**src/rtl/sfd_pkg.sv**
```systemverilog
package sfd_pkg;

   typedef enum logic [1:0] {
      RULE_WINDOW   = 2'b00,
      RULE_LEVEL    = 2'b01,
      RULE_COINCIDE = 2'b10,
      RULE_RSVD     = 2'b11
   } rule_e;

   typedef struct packed {
      logic take;
      logic odd;
   } verdict_t;

   localparam int SYNC_HS  = 0;
   localparam int SYNC_VS  = 1;
   localparam int SYNC_FLD = 2;
   localparam int SYNC_W   = 3;

endpackage

```
**src/rtl/sfd_edge_sync.sv**
```systemverilog
module sfd_edge_sync #(
   parameter int WIDTH  = 3,
   parameter int STAGES = 2,
   parameter logic [WIDTH-1:0] RST_VAL = '1
) (
   input  logic             clk,
   input  logic             rst_n,
   input  logic [WIDTH-1:0] din,
   output logic [WIDTH-1:0] lvl,
   output logic [WIDTH-1:0] fall
);

   logic [WIDTH-1:0] pipe [STAGES+1];

   initial begin
      assert (STAGES >= 2 && WIDTH >= 1)
         else $fatal(1, "sfd_edge_sync: STAGES must be at least 2");
   end

   always_ff @(posedge clk or negedge rst_n) begin
      if (!rst_n) begin
         for (int i = 0; i <= STAGES; i++) pipe[i] <= RST_VAL;
      end else begin
         pipe[0] <= din;
         for (int i = 1; i <= STAGES; i++) pipe[i] <= pipe[i-1];
      end
   end

   assign lvl  = pipe[STAGES-1];
   assign fall = pipe[STAGES] & ~pipe[STAGES-1];

   for (genvar b = 0; b < WIDTH; b++) begin : g_chk
      // a detected leading edge lasts one cycle only
      a_r2_fall_single: assert property (@(posedge clk) disable iff (!rst_n)
         fall[b] |=> !fall[b]);
   end

endmodule

```
**src/rtl/sfd_hpos.sv**
```systemverilog
module sfd_hpos #(
   parameter int LINE_CLKS = 1716
) (
   input  logic clk,
   input  logic rst_n,
   input  logic hs_fall,
   output logic odd_win,
   output logic even_win
);

   localparam int PW   = $clog2(LINE_CLKS);
   localparam int QTR  = LINE_CLKS / 4;
   localparam int HI   = LINE_CLKS - QTR;
   localparam int LAST = LINE_CLKS - 1;

   logic [PW-1:0] cnt_q;
   logic [PW-1:0] pos;

   initial begin
      assert (LINE_CLKS >= 8 && (LINE_CLKS % 4) == 0)
         else $fatal(1, "sfd_hpos: LINE_CLKS must be a multiple of 4, at least 8");
   end

   always_ff @(posedge clk or negedge rst_n) begin
      if (!rst_n)                  cnt_q <= PW'(LAST);
      else if (hs_fall)            cnt_q <= PW'(1);
      else if (cnt_q != PW'(LAST)) cnt_q <= cnt_q + 1'b1;
   end

   assign pos      = hs_fall ? '0 : cnt_q;
   assign odd_win  = (pos < PW'(QTR)) || (pos > PW'(HI));
   assign even_win = (pos > PW'(QTR)) && (pos < PW'(HI));

   // position never passes the saturation limit
   a_r5_pos_bound: assert property (@(posedge clk) disable iff (!rst_n)
      cnt_q <= PW'(LAST));
   // saturated counter stays put until a horizontal edge
   a_r5_saturate: assert property (@(posedge clk) disable iff (!rst_n)
      (!hs_fall && cnt_q == PW'(LAST)) |=> cnt_q == PW'(LAST));
   // counter restarts after each horizontal edge
   a_r3_restart: assert property (@(posedge clk) disable iff (!rst_n)
      hs_fall |=> cnt_q == PW'(1));
   // the two windows never overlap
   a_r4_win_disjoint: assert property (@(posedge clk) disable iff (!rst_n)
      !(odd_win && even_win));

endmodule

```
**src/rtl/sfd_rule.sv**
```systemverilog
module sfd_rule
   import sfd_pkg::*;
(
   input  rule_e    rule,
   input  logic     hs_lvl,
   input  logic     hs_fall,
   input  logic     odd_win,
   input  logic     even_win,
   output verdict_t verdict
);

   always_comb begin
      verdict = '0;
      case (rule)
         RULE_WINDOW: begin
            verdict.take = odd_win | even_win;
            verdict.odd  = odd_win;
         end
         RULE_LEVEL: begin
            verdict.take = 1'b1;
            verdict.odd  = ~hs_lvl;
         end
         RULE_COINCIDE: begin
            verdict.take = 1'b1;
            verdict.odd  = hs_fall;
         end
         default: verdict = '0;
      endcase
   end

   always_comb begin
      // reserved code never yields a decision
      a_r8_rsvd_no_take: assert (rule != RULE_RSVD || !verdict.take);
   end

endmodule

```
**src/rtl/sync_parity_detect.sv**
```systemverilog
module sync_parity_detect
   import sfd_pkg::*;
#(
   parameter int LINE_CLKS   = 1716,
   parameter int SYNC_STAGES = 2,
   parameter int FIELD_SRC   = 0
) (
   input  logic       clk,
   input  logic       rst_n,
   input  logic       hs_n,
   input  logic       vs_n,
   input  logic       fld_in,
   input  logic [1:0] rule_sel,
   input  logic       fld_pol,
   output logic       odd_field,
   output logic       field_start
);

   localparam logic [SYNC_W-1:0] SYNC_RST = SYNC_W'(3'b011);

   logic [SYNC_W-1:0] raw, lvl, fall;
   logic     hs_lvl, hs_fall, vs_fall, fld_lvl;
   verdict_t verdict;
   logic     odd_q, start_q;
   logic     unused_top;

   initial begin
      assert (FIELD_SRC == 0 || FIELD_SRC == 1)
         else $fatal(1, "sync_parity_detect: FIELD_SRC must be 0 or 1");
   end

   assign raw[SYNC_HS]  = hs_n;
   assign raw[SYNC_VS]  = vs_n;
   assign raw[SYNC_FLD] = fld_in;

   sfd_edge_sync #(
      .WIDTH  (SYNC_W),
      .STAGES (SYNC_STAGES),
      .RST_VAL(SYNC_RST)
   ) u_sync (
      .clk  (clk),
      .rst_n(rst_n),
      .din  (raw),
      .lvl  (lvl),
      .fall (fall)
   );

   assign hs_lvl     = lvl[SYNC_HS];
   assign hs_fall    = fall[SYNC_HS];
   assign vs_fall    = fall[SYNC_VS];
   assign fld_lvl    = lvl[SYNC_FLD];
   assign unused_top = ^{lvl[SYNC_VS], fall[SYNC_FLD]};

   if (FIELD_SRC == 0) begin : g_sync_rules
      logic odd_win, even_win;
      logic unused_pin;

      sfd_hpos #(.LINE_CLKS(LINE_CLKS)) u_hpos (
         .clk     (clk),
         .rst_n   (rst_n),
         .hs_fall (hs_fall),
         .odd_win (odd_win),
         .even_win(even_win)
      );

      sfd_rule u_rule (
         .rule    (rule_e'(rule_sel)),
         .hs_lvl  (hs_lvl),
         .hs_fall (hs_fall),
         .odd_win (odd_win),
         .even_win(even_win),
         .verdict (verdict)
      );

      assign unused_pin = ^{fld_lvl, fld_pol};

      // level rule follows horizontal sync level
      a_r6_level: assert property (@(posedge clk) disable iff (!rst_n)
         (vs_fall && rule_sel == 2'b01) |=> odd_field == !$past(hs_lvl));
      // coincidence rule
      a_r7_coincide: assert property (@(posedge clk) disable iff (!rst_n)
         (vs_fall && rule_sel == 2'b10) |=> odd_field == $past(hs_fall));
      // reserved rule holds the flag
      a_r8_rsvd_hold: assert property (@(posedge clk) disable iff (!rst_n)
         (vs_fall && rule_sel == 2'b11) |=> $stable(odd_field));
   end else begin : g_pin
      logic unused_rules;
      assign verdict.take = 1'b1;
      assign verdict.odd  = fld_lvl ~^ fld_pol;
      assign unused_rules = ^{hs_lvl, hs_fall, rule_sel};

      // pin path with polarity
      a_r10_pin: assert property (@(posedge clk) disable iff (!rst_n)
         vs_fall |=> odd_field == ($past(fld_lvl) ~^ $past(fld_pol)));
   end

   always_ff @(posedge clk or negedge rst_n) begin
      if (!rst_n) begin
         odd_q   <= 1'b0;
         start_q <= 1'b0;
      end else begin
         start_q <= vs_fall;
         if (vs_fall && verdict.take) odd_q <= verdict.odd;
      end
   end

   assign odd_field   = odd_q;
   assign field_start = start_q;

   // pulse is one cycle wide
   a_r9_pulse_single: assert property (@(posedge clk) disable iff (!rst_n)
      field_start |=> !field_start);
   // flag moves only together with the pulse
   a_r9_flag_quiet: assert property (@(posedge clk) disable iff (!rst_n)
      !field_start |-> $stable(odd_field));

endmodule

```
**config.mk**
```make
export PLATFORM = sky130hd
export DESIGN_NAME = sync_parity_detect
export DESIGN_NICKNAME = d
export VERILOG_FILES = /design/src/rtl/sfd_pkg.sv /design/src/rtl/sfd_edge_sync.sv /design/src/rtl/sfd_hpos.sv /design/src/rtl/sfd_rule.sv /design/src/rtl/sync_parity_detect.sv
export SDC_FILE = /design/constraint.sdc
export NUM_CORES = 1
export LEC_CHECK = 0
export CAP_MARGIN = 0
export CORE_ASPECT_RATIO = 1.2
export CORE_MARGIN = 3
export CORE_UTILIZATION = 51
export CTS_CLUSTER_DIAMETER = 150
export CTS_CLUSTER_SIZE = 12
export DETAILED_ROUTE_END_ITERATION = 12
export PLACE_DENSITY = 0.78
export SLEW_MARGIN = 20
export SYNTH_ARGS = -nofsm -noshare
export SYNTH_HDL_FRONTEND = slang
export SYNTH_SLANG_ARGS = --single-unit
```
**constraint.sdc**
```tcl
create_clock -name clk -period 2.6 [get_ports clk]
set_input_delay 0.52 -clock clk [delete_from_list [all_inputs] [get_ports clk]]
set_output_delay 0.52 -clock clk [all_outputs]
set_load 0.05 [all_outputs]
```
==> metrics <==
Fmax 485 MHz; Simple-Gate Fraction of Synth Area 24.6%; Comb power frac 22.0%; Core Area 0.00189 mm2; Routed Antenna Nets 0; WP buf/inv 0; largest net degree at the start of global routing 20; share of cells above drive strength 1 25.5%; multiplexer share of the synthesized area 0.956%; VDD IR max 0.350 mV; Int Pwr 479 uW; drt first pass iters 4; Synth Area in Compound Gates 8.84%; max-cap check violation count 0; io pins 10; Synth cell types 39; GP Congestion 0.811; critical path endpoint odd_field$_DFFE_PN0P_; CP Cell Sequence and4bb_2 > nand4_1 > o221a_2 > o41a_2 > o22a_1; DR vias/cell 5.91; clock root cell clkbuf_4; Largest stage delay, worst path 620 ps; Worst Hold Class reg2reg; final slew viol count 0; r2r endpoint odd_field$_DFFE_PN0P_; r2r setup slk 540 ps; critical path type reg2reg; final period utilization 79.3%; net load switching power 210 uW; Final #Nets 116; RSZ-0062 raised after global routing false; status complete, no violations; Leak Pwr 0.454 nW; Post-Syn Area 0.00105 mm2; Stages on worst setup path 5; crit path from g_sync_rules.u_hpos.cnt_q[7]$_DFFE_PN1P_; YS warnings 0; Setup-failing EPs final 0; initial antenna violation count 0; first-pass GRT wire length 3080 um; Post-Synth Adder-Cell Area 5.97%; width of the die 47.4 um; clk_skew 7.32 ps; FP Rows 17; Post-CTS Repair Setup Buffers 0; crit end category register; CTS tree built; synthesized instance count 97; Starting Density 55.3%; register area share after synthesis 47.0%; total track usage 15.8%; Slew headroom 44.0%; hold path depth 0; Synth Area in XOR/XNOR 6.69%; Sw Share 30.5%; Cell Area, Placed 0.00109 mm2; Die Y 55.6 um; Syn Area/Cell 10.8 um2; post-route cell area 0.00112 mm2; drt total wl 1640 um; CTS sink cnt 19; sequential share of power 57.9%; Yosys reg bits 19; CP Data Arrival Time 2240 ps; post-cts resize count 0; Final Hold Violating Endpoints 0; grt ovf 0; DRC Markers 0; Crit-path slowest cell dfstp_2; clock power share 20.1%; worst reg2reg startpoint g_sync_rules.u_hpos.cnt_q[7]$_DFFE_PN1P_; Min Clock Period, post-route 2060 ps; R2R depth 5; CTS buffer count 3; ant diodes 0; worst path required time 2780 ps; Iter 0 DRT Violations 10; Clock Tree Buf Depth 2; vias post-DR 715; Avg WL per Cell 13.6 um; Clk Latency, worst-skew pair 280 ps; hold_buf cts 0; pwr/cell area 617 mW/mm2; P&R area growth vs syn 6.57%; CP Max Fanout 8; input/output buffers 7; setup TNS 0 ps; Post-Syn Nets 110; Worst-path clk slew 100 ps; worst-margin pin slew 833 ps; CTS H-tree lvls 1; fillers 154; DIE AREA 0.00264 mm2; vias in the first global route 742; Startpoint Class register; HPWL Detailed 1200 um; CP delay by family, top compound AO/OA/AOI/OAI gates; combinational family with the most area after synthesis simple AND/OR/NAND/NOR gates
## cell type report
type                            instances  area (um2)  share of cell area [%]
Tap cell                               19        23.8                    2.13
Multi-Input combinational cell         69         493                    44.2
Clock buffer                            4        26.3                    2.35
Timing Repair Buffer                    7        70.1                    6.28
Inverter                                3        11.3                    1.01
Sequential cell                        19         492                    44.1
## cell usage after synthesis
cell | number | share of area, %
dfstp_2 | 13 | 33
nor2_1 | 12 | 4.3
dfrtp_1 | 6 | 14
nand4_1 | 6 | 3.6
ha_1 | 5 | 6.0
nand2_1 | 4 | 1.4
xnor2_1 | 4 | 3.3
xor2_1 | 4 | 3.3
buf_4 | 3 | 2.2
inv_1 | 3 | 1.1
o21ai_0 | 3 | 1.4
a21oi_1 | 2 | 0.96
nand3_1 | 2 | 0.96
nor2b_1 | 2 | 1.2
nor3_1 | 2 | 0.96
nor4_1 | 2 | 1.2
o221a_2 | 2 | 2.2
a21o_1 | 1 | 0.72
a311oi_1 | 1 | 0.84
and2b_2 | 1 | 0.84
and3_1 | 1 | 0.60
and3_2 | 1 | 0.72
and4_1 | 1 | 0.84
and4b_1 | 1 | 0.96
and4bb_2 | 1 | 1.2
buf_6 | 1 | 1.1
clkbuf_1 | 1 | 0.36
clkbuf_8 | 1 | 1.3
mux2i_1 | 1 | 0.96
nand2b_1 | 1 | 0.60
nor3b_1 | 1 | 0.72
nor4_2 | 1 | 1.2
o211ai_1 | 1 | 0.72
o22a_1 | 1 | 0.84
o41a_2 | 1 | 1.2
or2b_2 | 1 | 0.84
or3_1 | 1 | 0.60
or3b_2 | 1 | 0.84
or4_4 | 1 | 1.1
## registers in the layout, summed over array words and instances, names as in the netlist
name	cells
g_sync_rules.u_hpos.cnt_q	11
u_sync.pipe	4
u_sync.lvl	2
field_start	1
odd_field	1
## power by group through the flow
stage | Combinational, mW | Sequential, mW | Clock, mW
3_3_place_gp | 0.146 | 0.400 | 0
5_1_grt | 0.174 | 0.408 | 0.166
6_report | 0.152 | 0.399 | 0.139
2_1_floorplan | 0.127 | 0.389 | 0
3_5_place_dp | 0.152 | 0.402 | 0
4_1_cts | 0.153 | 0.397 | 0.148
## stage by stage
stage / hold WS (ps) / power [mW] / setup WS [ps] / utilization (%) / cells
floorplan: 224 / 0.516 / 632 / - / 97
global placement: 345 / 0.546 / 396 / 57.6 / 117
detailed placement: 347 / 0.554 / 355 / 57.6 / 117
CTS: 362 / 0.698 / 554 / 59.0 / 121
global route: 371 / 0.748 / 369 / 59.0 / 121
finish: 361 / 0.689 / 539 / 59.0 / 121
## routing by layer
layer  vias to the layer above  GRT usage, %  wire, um
met3                         2          3.88        43
li1                        355             -         -
met1                       345          20.1       742
met2                        13          23.9       834
met5                         -             0         0
met4                         0          7.91        23
## cells by family after synthesis
logic type / count (synthesis)
AND/OR/NAND/NOR: 43
flip-flops: 19
AO/OA/AOI/OAI: 12
buffers and inverters: 9
XOR/XNOR: 8
adder cells (fa/ha/maj): 5
multiplexers: 1
## worst min-delay path by stage
| stage | start | endpoint |
|---|---|---|
| after floorplan | rst_n | field_start$_DFF_PN0_ |
| after detailed placement | u_sync.pipe[7]$_DFF_PN1_ | u_sync.lvl[1]$_DFF_PN1_ |
| after global placement | u_sync.pipe[7]$_DFF_PN1_ | u_sync.lvl[1]$_DFF_PN1_ |
| after global routing | u_sync.pipe[6]$_DFF_PN1_ | u_sync.lvl[0]$_DFF_PN1_ |
| after CTS | u_sync.pipe[7]$_DFF_PN1_ | u_sync.lvl[1]$_DFF_PN1_ |
| final | u_sync.pipe[7]$_DFF_PN1_ | u_sync.lvl[1]$_DFF_PN1_ |
## placed cells by master, fill, tap and decap left out, types with 2 or more instances in the layout
master	synthesis	layout
nor3_1	2	2
nand2_1	4	4
nor4_1	2	2
a21oi_1	2	2
o21ai_0	3	3
nor2_1	12	12
ha_1	5	5
xor2_1	4	4
clkbuf_4	0	3
xnor2_1	4	4
nand4_1	6	6
nor2b_1	2	2
inv_1	3	3
dfstp_2	13	13
o221a_2	2	2
clkdlybuf4s50_1	0	7
nand3_1	2	2
dfrtp_1	6	6
## worst reg2reg max path, cell delays in order (launching register included)
cell and delay [ps]:
dfstp_2 620, and4bb_2 240, nand4_1 130, o221a_2 330, o41a_2 460, o22a_1 180
(Power assumes the default switching activity.)
